[src/rtl/zseq_pkg.sv]
package zseq_pkg;

  localparam int MAX_LIST  = 13;
  localparam int MAX_STEPS = MAX_LIST + 3;
  localparam int STEP_W    = $clog2(MAX_STEPS + 1);

  localparam logic [6:0] OPC_OPIMM = 7'b0010011;
  localparam logic [6:0] OPC_LOAD  = 7'b0000011;
  localparam logic [6:0] OPC_STORE = 7'b0100011;
  localparam logic [6:0] OPC_JALR  = 7'b1100111;
  localparam logic [4:0] X_RA = 5'd1;
  localparam logic [4:0] X_SP = 5'd2;
  localparam logic [4:0] X_A0 = 5'd10;
  localparam logic [4:0] X_A1 = 5'd11;

  typedef enum logic [2:0] {
    OP_NONE, OP_PUSH, OP_POP, OP_POPRET, OP_POPRETZ, OP_TO_SAVED, OP_TO_ARGS
  } mop_e;

  function automatic logic [4:0] list_len(input logic [3:0] rl);
    return (rl == 4'd15) ? 5'd13 : 5'(rl) - 5'd3;
  endfunction

  function automatic logic [11:0] frame_bytes(input logic [3:0] rl,
                                               input logic [1:0] sp,
                                               input int unsigned align);
    logic [11:0] raw;
    logic [11:0] mask;
    raw  = 12'(list_len(rl)) << 2;
    mask = 12'(align - 1);
    return ((raw + mask) & ~mask) + 12'(sp) * 12'(align);
  endfunction

  function automatic logic [4:0] list_reg(input logic [3:0] idx);
    case (idx)
      4'd0:    return X_RA;
      4'd1:    return 5'd8;
      4'd2:    return 5'd9;
      default: return 5'(idx) + 5'd15;
    endcase
  endfunction

  function automatic logic [4:0] sreg(input logic [2:0] code);
    return (code < 3'd2) ? (5'd8 + 5'(code)) : (5'd16 + 5'(code));
  endfunction

  function automatic logic [31:0] enc_addi(input logic [4:0] rd, input logic [4:0] rs,
                                           input logic [11:0] imm);
    return {imm, rs, 3'b000, rd, OPC_OPIMM};
  endfunction

  function automatic logic [31:0] enc_sw(input logic [4:0] src, input logic [11:0] off);
    return {off[11:5], src, X_SP, 3'b010, off[4:0], OPC_STORE};
  endfunction

  function automatic logic [31:0] enc_lw(input logic [4:0] dst, input logic [11:0] off);
    return {off, X_SP, 3'b010, dst, OPC_LOAD};
  endfunction

  function automatic logic [31:0] enc_ret();
    return {12'd0, X_RA, 3'b000, 5'd0, OPC_JALR};
  endfunction

endpackage

[src/rtl/zseq_fields.sv]
module zseq_fields
  import zseq_pkg::*;
#(
  parameter int unsigned ALIGN = 16
) (
  input  logic [15:0]       half_i,
  output mop_e              op_o,
  output logic [3:0]        rlist_o,
  output logic [2:0]        s1_o,
  output logic [2:0]        s2_o,
  output logic [11:0]       adj_o,
  output logic [STEP_W-1:0] nsteps_o,
  output logic              bad_o
);

  logic [4:0] n;

  always_comb begin
    op_o    = OP_NONE;
    rlist_o = half_i[7:4];
    s1_o    = half_i[9:7];
    s2_o    = half_i[4:2];
    if (half_i[1:0] == 2'b10 && half_i[15:13] == 3'b101) begin
      case (half_i[12:8])
        5'b11000: op_o = OP_PUSH;
        5'b11010: op_o = OP_POP;
        5'b11110: op_o = OP_POPRET;
        5'b11100: op_o = OP_POPRETZ;
        default: begin
          if (half_i[12:10] == 3'b011 && half_i[6:5] == 2'b01) op_o = OP_TO_SAVED;
          else if (half_i[12:10] == 3'b011 && half_i[6:5] == 2'b11) op_o = OP_TO_ARGS;
        end
      endcase
    end
  end

  assign n     = list_len(rlist_o);
  assign adj_o = frame_bytes(rlist_o, half_i[3:2], ALIGN);

  always_comb begin
    bad_o    = 1'b0;
    nsteps_o = STEP_W'(1);
    case (op_o)
      OP_PUSH, OP_POP: begin
        bad_o    = (rlist_o < 4'd4);
        nsteps_o = STEP_W'(n) + STEP_W'(1);
      end
      OP_POPRET: begin
        bad_o    = (rlist_o < 4'd4);
        nsteps_o = STEP_W'(n) + STEP_W'(2);
      end
      OP_POPRETZ: begin
        bad_o    = (rlist_o < 4'd4);
        nsteps_o = STEP_W'(n) + STEP_W'(3);
      end
      OP_TO_SAVED: begin
        bad_o    = (s1_o == s2_o);
        nsteps_o = STEP_W'(2);
      end
      OP_TO_ARGS: nsteps_o = STEP_W'(2);
      default:    bad_o = 1'b1;
    endcase
  end

endmodule

[src/rtl/zseq_word.sv]
module zseq_word
  import zseq_pkg::*;
(
  input  mop_e              op_i,
  input  logic [3:0]        rlist_i,
  input  logic [2:0]        s1_i,
  input  logic [2:0]        s2_i,
  input  logic [11:0]       adj_i,
  input  logic [STEP_W-1:0] step_i,
  output logic [31:0]       word_o
);

  logic [4:0]  n;
  logic [4:0]  step5;
  logic [11:0] slot_off;
  logic [4:0]  reg_k;
  logic        in_list;

  assign n        = list_len(rlist_i);
  assign step5    = 5'(step_i);
  assign slot_off = (12'(step_i) + 12'd1) << 2;
  assign reg_k    = list_reg(step_i[3:0]);
  assign in_list  = (step5 < n);

  always_comb begin
    word_o = 32'd0;
    case (op_i)
      OP_PUSH: begin
        if (in_list) word_o = enc_sw(reg_k, 12'd0 - slot_off);
        else         word_o = enc_addi(X_SP, X_SP, 12'd0 - adj_i);
      end
      OP_POP, OP_POPRET, OP_POPRETZ: begin
        if (in_list)                                    word_o = enc_lw(reg_k, adj_i - slot_off);
        else if (step5 == n)                            word_o = enc_addi(X_SP, X_SP, adj_i);
        else if (op_i == OP_POPRETZ && step5 == n + 5'd1) word_o = enc_addi(X_A0, 5'd0, 12'd0);
        else                                            word_o = enc_ret();
      end
      OP_TO_SAVED: begin
        if (step_i == '0) word_o = enc_addi(sreg(s1_i), X_A0, 12'd0);
        else              word_o = enc_addi(sreg(s2_i), X_A1, 12'd0);
      end
      OP_TO_ARGS: begin
        if (step_i == '0) word_o = enc_addi(X_A0, sreg(s1_i), 12'd0);
        else              word_o = enc_addi(X_A1, sreg(s2_i), 12'd0);
      end
      default: word_o = 32'd0;
    endcase
  end

endmodule

[src/rtl/zseq_ctrl.sv]
module zseq_ctrl
  import zseq_pkg::*;
(
  input  logic              clk,
  input  logic              rst_n,
  input  logic [15:0]       half_live_i,
  input  logic              is_macro_i,
  input  logic              issue_ack_i,
  input  logic              bad_i,
  input  logic [STEP_W-1:0] nsteps_i,
  output logic [15:0]       half_o,
  output logic [STEP_W-1:0] step_o,
  output logic              busy_q_o,
  output logic              expanding_o,
  output logic              last_o,
  output logic              advance_o
);

  logic              busy_q;
  logic [STEP_W-1:0] step_q;
  logic [15:0]       hold_q;

  assign half_o      = busy_q ? hold_q : half_live_i;
  assign step_o      = busy_q ? step_q : '0;
  assign expanding_o = busy_q | (is_macro_i & ~bad_i);
  assign last_o      = expanding_o & (step_o == STEP_W'(nsteps_i - STEP_W'(1)));
  assign advance_o   = expanding_o & issue_ack_i;
  assign busy_q_o    = busy_q;

  always_ff @(posedge clk or negedge rst_n) begin
    if (!rst_n) begin
      busy_q <= 1'b0;
      step_q <= '0;
      hold_q <= '0;
    end else if (advance_o) begin
      if (last_o) begin
        busy_q <= 1'b0;
        step_q <= '0;
      end else begin
        busy_q <= 1'b1;
        step_q <= step_o + STEP_W'(1);
        hold_q <= half_o;
      end
    end
  end

endmodule

[src/rtl/zseq_top.sv]
module zseq_top
  import zseq_pkg::*;
#(
  parameter int unsigned STACK_ALIGN = 16
) (
  input  logic        clk,
  input  logic        rst_n,
  input  logic [31:0] instr_i,
  input  logic        is_macro_i,
  input  logic        issue_ack_i,
  output logic [31:0] instr_o,
  output logic        valid_o,
  output logic        busy_o,
  output logic        last_o,
  output logic        illegal_o
);

  logic [15:0]       cur_half;
  logic [STEP_W-1:0] cur_step;
  logic              busy_q;
  logic              expanding;
  logic              advance;
  logic              bad;
  logic [STEP_W-1:0] nsteps;
  mop_e              op;
  logic [3:0]        rlist;
  logic [2:0]        s1;
  logic [2:0]        s2;
  logic [11:0]       adj;
  logic [31:0]       gen_word;

  zseq_ctrl u_ctrl (
    .clk         (clk),
    .rst_n       (rst_n),
    .half_live_i (instr_i[15:0]),
    .is_macro_i  (is_macro_i),
    .issue_ack_i (issue_ack_i),
    .bad_i       (bad),
    .nsteps_i    (nsteps),
    .half_o      (cur_half),
    .step_o      (cur_step),
    .busy_q_o    (busy_q),
    .expanding_o (expanding),
    .last_o      (last_o),
    .advance_o   (advance)
  );

  zseq_fields #(.ALIGN(STACK_ALIGN)) u_fields (
    .half_i   (cur_half),
    .op_o     (op),
    .rlist_o  (rlist),
    .s1_o     (s1),
    .s2_o     (s2),
    .adj_o    (adj),
    .nsteps_o (nsteps),
    .bad_o    (bad)
  );

  zseq_word u_word (
    .op_i    (op),
    .rlist_i (rlist),
    .s1_i    (s1),
    .s2_i    (s2),
    .adj_i   (adj),
    .step_i  (cur_step),
    .word_o  (gen_word)
  );

  assign illegal_o = is_macro_i & ~busy_q & bad;
  assign busy_o    = expanding;
  assign valid_o   = ~illegal_o;
  assign instr_o   = expanding ? gen_word : (illegal_o ? 32'd0 : instr_i);

endmodule

[config.mk]
export PLATFORM = sky130hd
export DESIGN_NAME = zseq_top
export DESIGN_NICKNAME = d
export VERILOG_FILES = /design/src/rtl/zseq_pkg.sv /design/src/rtl/zseq_fields.sv /design/src/rtl/zseq_word.sv /design/src/rtl/zseq_ctrl.sv /design/src/rtl/zseq_top.sv
export SDC_FILE = /design/constraint.sdc
export NUM_CORES = 1
export LEC_CHECK = 0
export ABC_CLOCK_PERIOD_IN_PS = 6100
export CORE_ASPECT_RATIO = 0.75
export CORE_MARGIN = 4
export CORE_UTILIZATION = 48
export DETAILED_ROUTE_END_ITERATION = 10
export PLACE_DENSITY = 0.87
export SLEW_MARGIN = 10
export SYNTH_ARGS = -nofsm -noshare
export SYNTH_HDL_FRONTEND = slang
export SYNTH_SLANG_ARGS = --single-unit
[constraint.sdc]
create_clock -name clk -period 6.1 [get_ports clk]
set_input_delay 1.22 -clock clk [delete_from_list [all_inputs] [get_ports clk]]
set_output_delay 1.22 -clock clk [all_outputs]
set_load 0.03 [all_outputs]
==> results of run 1 <==
cells by family after synthesis:
family | Yosys count | share of synthesized area [%]
buffers and inverters | 52 | 6.464
flip-flops | 22 | 14.51
multiplexers | 24 | 7.949
AO/OA/AOI/OAI | 145 | 29.19
adder cells (fa/ha/maj) | 24 | 8.114
XOR/XNOR | 37 | 10.55
AND/OR/NAND/NOR | 162 | 23.22
worst max-delay path: cells and delay by family:
family	cells	cell delay [ps]
buffers and inverters	6	950
xor gates and xnor gates	1	150
muxes	1	150
and+or+nand+nor	4	420
adders and majority gates	4	1170
AOI/OAI and AO/OA	5	980
repair_timing:
item / CTS / global route
resized for setup: 37 / 11
pin swaps: 21 / 18
endpoints found under the setup margin: 7 / 7
buffers inserted: 9 / 5
state kept, by name, indices dropped and copies added (netlist names):
signal           count
u_ctrl.hold_q       16
u_ctrl.busy_q_o      1
u_ctrl.step_q        5
where the power goes:
part | switching (uW) | leakage [uW] | internal [uW]
Clock | 58.3 | 0.0000357 | 87.9
Combinational | 257 | 0.00190 | 288
Sequential | 36.7 | 0.000282 | 170
through the flow:
stage	utilization (%)	setup WS, ps	power (uW)	cell area [um^2]	hold WS, ps
final	70.04	-150.7	897.5	5253	483.8
after global routing	70.04	-294.8	943.1	5253	491.4
after CTS	69.07	-210.0	854.1	5180	481.7
after detailed placement	65.40	-567.1	642.9	4905	459.1
after global placement	65.40	-473.2	629.4	4905	450.1
after floorplan	-	13.12	474.1	3862	439.2
layer usage:
| metal | vias to the layer above | GRT usage [%] | wire length (um) |
|---|---|---|---|
| li1 | 1969 | - | - |
| met1 | 2015 | 40.22 | 5889 |
| met2 | 319 | 44.11 | 5896 |
| met3 | 42 | 7.698 | 1781 |
| met4 | 0 | 5.481 | 295 |
| met5 | - | 0 | 0 |
area by class of cell:
| class | instances | share of cell area, % |
|---|---|---|
| Multi-Input combinational cell | 392 | 61.65 |
| Timing Repair Buffer | 137 | 22.22 |
| Sequential cell | 22 | 10.50 |
| Tap cell | 101 | 2.406 |
| Inverter | 26 | 1.858 |
| Clock buffer | 3 | 0.7861 |
| Clock inverter | 1 | 0.5717 |
worst paths after layout:
kind	from	end	cells after the start
min in group asynchronous	rst_n	u_ctrl.hold_q[6]	1
min reg2reg	u_ctrl.hold_q[1]	u_ctrl.hold_q[1]	1
min	u_ctrl.hold_q[1]	u_ctrl.hold_q[1]	1
max in group asynchronous	rst_n	u_ctrl.busy_q_o	1
max reg2reg	u_ctrl.hold_q[5]	u_ctrl.hold_q[2]	18
max	instr_i[7]	instr_o[28]	21
placed cells by master, fill, tap and decap left out, types with 5 or more instances in the layout:
cell type and count:
nor4_1 6, a32o_1 5, mux2_4 9, nand3_1 14, ha_1 13, xor2_1 12
a21oi_1 23, or2_2 5, buf_6 10, ha_4 9, a22o_1 10, nor2_1 23
nor2b_1 8, nand2b_1 7, and2_1 7, a211oi_1 7, inv_2 7, nor2_2 5
inv_1 19, o22ai_1 6, nand2_1 48, nor3_1 7, o21ai_0 22, o21ai_1 6
dfrtp_1 21, mux2i_1 10, a31oi_1 7, a21o_1 6, xnor2_1 14, clkdlybuf4s50_1 42
buf_4 82
==> implementation parameters, run 1 <==
Parameter                              Value

Cells and area
  Layout Nets    642
  Area grow syn2layout    38.46%
  Share of cells above drive strength 1    between 30% and 40%
  Area taken by multi-input logic gates    3238 um^2
  Fill cell total of the finished layout    611
  # diodes    0
  Number of standard cells in the layout, taps in and fillers out    682
  Sequential cell area in the final layout    551.8 um^2

Place
  # port buffers    71
  HPWL after DPL    ~10000 um
  GP Congestion    0.9882
  Cell total after placement    ~670

Synth
  FFs w/ async S/R, synth    100.0%
  Gate count of the mapped netlist    between 400 and 500
  Largest cells by area after synthesis    dfrtp_1 (15%), ha_1 (7.6%), nand2_1 (4.8%), xnor2_1 (3.9%), a21oi_1 (3.3%)
  Synth top area share    14.51%
  Post-synth top flop    dfrtp_1
  Avg Cell Area, Syn    8.141 um^2
  Cell taking the most area after synthesis    dfrtp_1
  Post-Synthesis Net Count    526
  Cell with the most instances after synthesis    nand2_1
  Number of library cell types mapped by synthesis    85
  Leading post-synthesis cells by instance count    nand2_1 (49), nor2_1 (26), a21oi_1 (25), o21ai_0 (25)
  Netlist Area Pre-Place    3794 um^2
  Proportion of synthesized chip area in sequential cells    14.51%
  Post-synthesis register bit count    22
  Warnings from Yosys    0
  Number of enable flip-flop cells after synthesis    0

Setup path
  Top cell by count, worst path    nand2_1
  Flop2flop setup slack    1530 ps
  Crit path required time    4880 ps
  Worst EP arrival    just over 5000 ps
  Delay of the slowest cell on the worst path    560 ps
  Worst Path Class, Setup    in2out
  Startpoint types    input pin
  Cells along the critical path    clkdlybuf4s50_1 -> nand3b_1 -> nand2_1 -> nand2_1 -> nand2_1 -> inv_1 -> ha_4 -> xor2_2 -> ha_2 -> inv_1 -> fa_2 -> inv_2 -> ha_4 -> buf_6 -> a21o_1 -> a21o_1 -> a211o_1 -> mux2i_1 -> o22ai_1 -> a22o_2 -> buf_6
  Crit path max fanout    2
  Crit path max-delay cell type    fa_2
  Critical Path End Type    output pin

Run status
  Violations in the final reports    setup timing
  Run status    finished with violations

Clock tree
  CTS root buf    clkbuf_8
  Clock tree from TritonCTS    built
  H-tree level count    1
  Number of buffers created by CTS    3
  Buffer levels on the longest clock path    2
  Clock tree sinks    22
  Clk Latency, worst-skew pair    280 ps
  Clock transition at path regs    100 ps
  Post-cts hold buffer count    0

STA
  Slew at the pin closest to its max-slew limit    828.7 ps
  Maximum clock rate    between 0.15 and 0.2 GHz
  Final Critical Period    6251 ps
  Final setup violating endpoints    5
  Relative slew slack    44.38%
  Setup repair after global routing missed its margin    yes
  Final clock period utilization by the worst path    102.5%
  Hold violation count in the final report    0
  Total Neg Setup Slack    -463.8 ps
  Final max-slew violation count    0
  Setup ws final    -150.7 ps
  Post-route clock skew    ~5 ps

Routing
  Final antenna-violating net count    0
  Average via count per standard cell    6.371
  Iter 0 DRT Violations    521
  Total vias in the final route    4345
  Post-DR wirelength/cell    20.33 um
  Post-route DRC    0
  First-pass iteration count of the detailed router    6
  Total wire length    13860 um

GRT
  Pin count of the biggest net entering global routing    42
  Number of global-route vias before repair    4309
  Overflow left after global routing    0
  Antenna violations before repair    0
  Wire length of the first global-routing pass    22190 um
  GRT Overall Usage    28.54%

Floorplan
  Y dimension of the die    84.99 um
  Number of placement rows    27
  Top-level port count    72
  Initial standard-cell utilization of the core    50.58%
  Core ar.    ~7500 um^2
  Die Wd    110.7 um
  Full die area    9405 um^2

Power and ir drop
  Reported leakage power    0.002218 uW
  Power per Cell Area    approximately 170 nW/um^2
  Highest ir drop seen on vdd    approximately 0.15 mV

Run
  Number of max-capacitance violations reported    0

Min path
  Min-delay worst type    reg2reg
(Power assumes the default switching activity.)
==> run 2: changes to the inputs <==
--- a/config.mk
+++ b/config.mk
@@ -6,10 +6,12 @@
 export NUM_CORES = 1
 export LEC_CHECK = 0
 export ABC_CLOCK_PERIOD_IN_PS = 6100
+export CAP_MARGIN = 20
 export CORE_ASPECT_RATIO = 0.75
 export CORE_MARGIN = 4
 export CORE_UTILIZATION = 48
 export DETAILED_ROUTE_END_ITERATION = 10
+export HOLD_SLACK_MARGIN = 0.12
 export PLACE_DENSITY = 0.87
 export SLEW_MARGIN = 10
 export SYNTH_ARGS = -nofsm -noshare
==> results of run 2 <==
No change in the layout: final DEF, timing and power equal those of run 1.
==> run 3: changes to the inputs <==
--- a/config.mk
+++ b/config.mk
@@ -9,10 +9,10 @@
 export CAP_MARGIN = 20
 export CORE_ASPECT_RATIO = 0.75
 export CORE_MARGIN = 4
-export CORE_UTILIZATION = 48
+export CORE_UTILIZATION = 39
 export DETAILED_ROUTE_END_ITERATION = 10
 export HOLD_SLACK_MARGIN = 0.12
-export PLACE_DENSITY = 0.87
+export PLACE_DENSITY = 0.65
 export SLEW_MARGIN = 10
 export SYNTH_ARGS = -nofsm -noshare
 export SYNTH_HDL_FRONTEND = slang
==> implementation parameters, run 3 (synthesis results as in run 1) <==
Parameter                              Value

Run status
  Run status    finished with violations
  Violations in the final reports    setup timing

Power and ir drop
  Psw    between 300 and 400 uW
  Internal Power    between 500 and 600 uW
  Final total power    915.8 uW
  Clock share of power    21.6%
  Reported leakage power    0.002279 uW
  Switching portion of total power    between 30% and 40%
  Highest ir drop seen on vdd    0.09201 mV
  Sequential power share    22.3%
  Proportion of power drawn by combinational gates    56.1%
  Power per Cell Area    170.6 nW/um^2

Setup path
  Destination of the critical timing path    instr_o[29]
  Origin of the critical flop-to-flop path    u_ctrl.busy_q_o
  Flop2flop setup slack    between 1500 and 2000 ps
  Endpoint of the most critical register-to-register path    u_ctrl.hold_q[2]
  Critical Path End Type    output pin
  Worst-case reg-to-reg path depth    21
  Worst Path Class, Setup    in2out
  Critical Path Start    instr_i[5]
  Crit path max fanout    4
  Delay of the slowest cell on the worst path    500 ps
  Crit path required time    4880 ps
  Startpoint types    input pin
  Worst EP arrival    5020 ps
  Crit path max-delay cell type    or4_1
  Cells along the critical path    buf_6 -> mux2_4 -> ha_4 -> xnor2_4 -> inv_2 -> ha_4 -> a21o_1 -> a31o_1 -> xnor2_2 -> inv_2 -> fa_2 -> xnor2_4 -> inv_2 -> ha_4 -> nand2_2 -> nor2_2 -> a211oi_2 -> nor2b_1 -> or4_1 -> a21oi_2 -> a21o_4 -> buf_6

Place
  # port buffers    71
  GP Congestion    a little over 0.9
  Worst setup timing slack at the placement stage    -596.0 ps
  HPWL after DPL    11340 um

Cells and area
  Layout Nets    652
  Fill cell total of the finished layout    869
  Area grow syn2layout    41.46%
  Largest register FFs    16
  # diodes    0
  Share of cells above drive strength 1    31.30%
  Largest reg by FF count    u_ctrl.hold_q
  Share of the core filled with cells in the final layout    57.88%
  Most used cells in the layout excluding fill and tap cells    buf_4 (96), nand2_1 (48), clkdlybuf4s50_1 (43)
  Most frequent standard cell in the layout excluding fill and tap cells    buf_4

GRT
  Wire length of the first global-routing pass    22670 um
  Antenna violations before repair    0
  GRT Overall Usage    25.16%
  Overflow left after global routing    0
  Number of global-route vias before repair    ~4200
  Pin count of the biggest net entering global routing    40

Clock tree
  H-tree level count    1
  Number of buffers created by CTS    3
  CTS root buf    clkbuf_16
  Clock tree from TritonCTS    built
  Clk Latency, worst-skew pair    270 ps
  Post-cts hold buffer count    0
  Buffer levels on the longest clock path    2
  Clock transition at path regs    70 ps
  Clock tree sinks    22

Floorplan
  Top-level port count    72
  Initial standard-cell utilization of the core    a little over 40%
  Core ar.    9271 um^2
  Full die area    11390 um^2
  Number of placement rows    30
  Y dimension of the die    around 93 um
  Die Wd    121.9 um

Routing
  First-pass iteration count of the detailed router    5
  Total vias in the final route    4291
  Total wire length    roughly 14000 um
  Average via count per standard cell    5.968
  Post-route DRC    0
  Final antenna-violating net count    0
  Iter 0 DRT Violations    419
  Post-DR wirelength/cell    19.91 um

Min path
  Min-delay worst type    reg2reg

STA
  Final setup violating endpoints    3
  Setup ws final    -135.2 ps
  Maximum clock rate    0.1604 GHz
  Slew at the pin closest to its max-slew limit    roughly 760 ps
  Relative slew slack    about half
  Setup repair after global routing missed its margin    yes
  Post-route clock skew    1.514 ps
  Hold violation count in the final report    0
  Final clock period utilization by the worst path    102.2%
  Final max-slew violation count    0
  Final Critical Period    6235 ps

Run
  Number of max-capacitance violations reported    0
[run 3: power by group through the flow]
stage | clock, uW | sequential (uW) | combinational, uW
floorplan | 0 | 191 | 283
global placement | 0 | 205 | 442
detailed placement | 0 | 205 | 444
CTS | 200 | 203 | 481
global route | 207 | 208 | 549
finish | 198 | 204 | 513
[run 3: metal layers]
metal / track usage (%) / vias up / wire length, um
met4: 4.664 / 0 / 269
li1: - / 1996 / -
met1: 37.13 / 2061 / 6713
met5: 0 / - / 0
met2: 38.60 / 209 / 6186
met3: 4.232 / 25 / 1147
[run 3: how the worst min path moves through the flow]
stage | end | slack [ps] | cells past startpoint | from
floorplan | u_ctrl.hold_q[13] | 440 | 1 | u_ctrl.hold_q[13]
global placement | u_ctrl.hold_q[15] | 450 | 1 | u_ctrl.hold_q[15]
detailed placement | u_ctrl.hold_q[13] | 450 | 1 | u_ctrl.hold_q[13]
CTS | u_ctrl.hold_q[1] | 470 | 1 | u_ctrl.hold_q[1]
global route | u_ctrl.hold_q[1] | 480 | 1 | u_ctrl.hold_q[1]
finish | u_ctrl.hold_q[15] | 470 | 1 | u_ctrl.hold_q[15]
[run 3: area by class of cell]
class	instances	area [um^2]	area share, %
Multi-Input combinational cell	392	3216	59.92
Timing Repair Buffer	147	1236	23.04
Clock buffer	3	75.07	1.399
Clock inverter	1	30.03	0.5596
Inverter	26	97.59	1.819
Tap cell	128	160.2	2.984
Sequential cell	22	551.8	10.28
[run 3: worst max-delay path, delay by kind of cell]
kind,cells,cell delay (ps)
muxes,1,310
buffers and inverters,5,430
adders and majority gates,4,990
and+or+nand+nor,4,670
xor gates and xnor gates,3,490
AOI/OAI and AO/OA,5,900
[run 3: metrics by stage]
stage | TNS [ps] | area, um^2 | hold slack (ps) | std cells
finish | -326.7 | 5366 | 468.7 | 719
global route | -1003 | 5366 | 481.8 | 719
CTS | -473.6 | 5279 | 474.5 | 716
detailed placement | -3126 | 5021 | 453.9 | 705
global placement | -2622 | 5021 | 452.3 | 705
floorplan | 0 | 3862 | 439.2 | 466
[run 3: what timing repair did]
| item | 4_1_cts | 5_1_grt |
|---|---|---|
| setup endpoints to repair | 8 | 6 |
| buffers inserted | 7 | 2 |
| cloned | 0 | 0 |
| gates resized for setup | 32 | 10 |
| pin swaps | 16 | 16 |
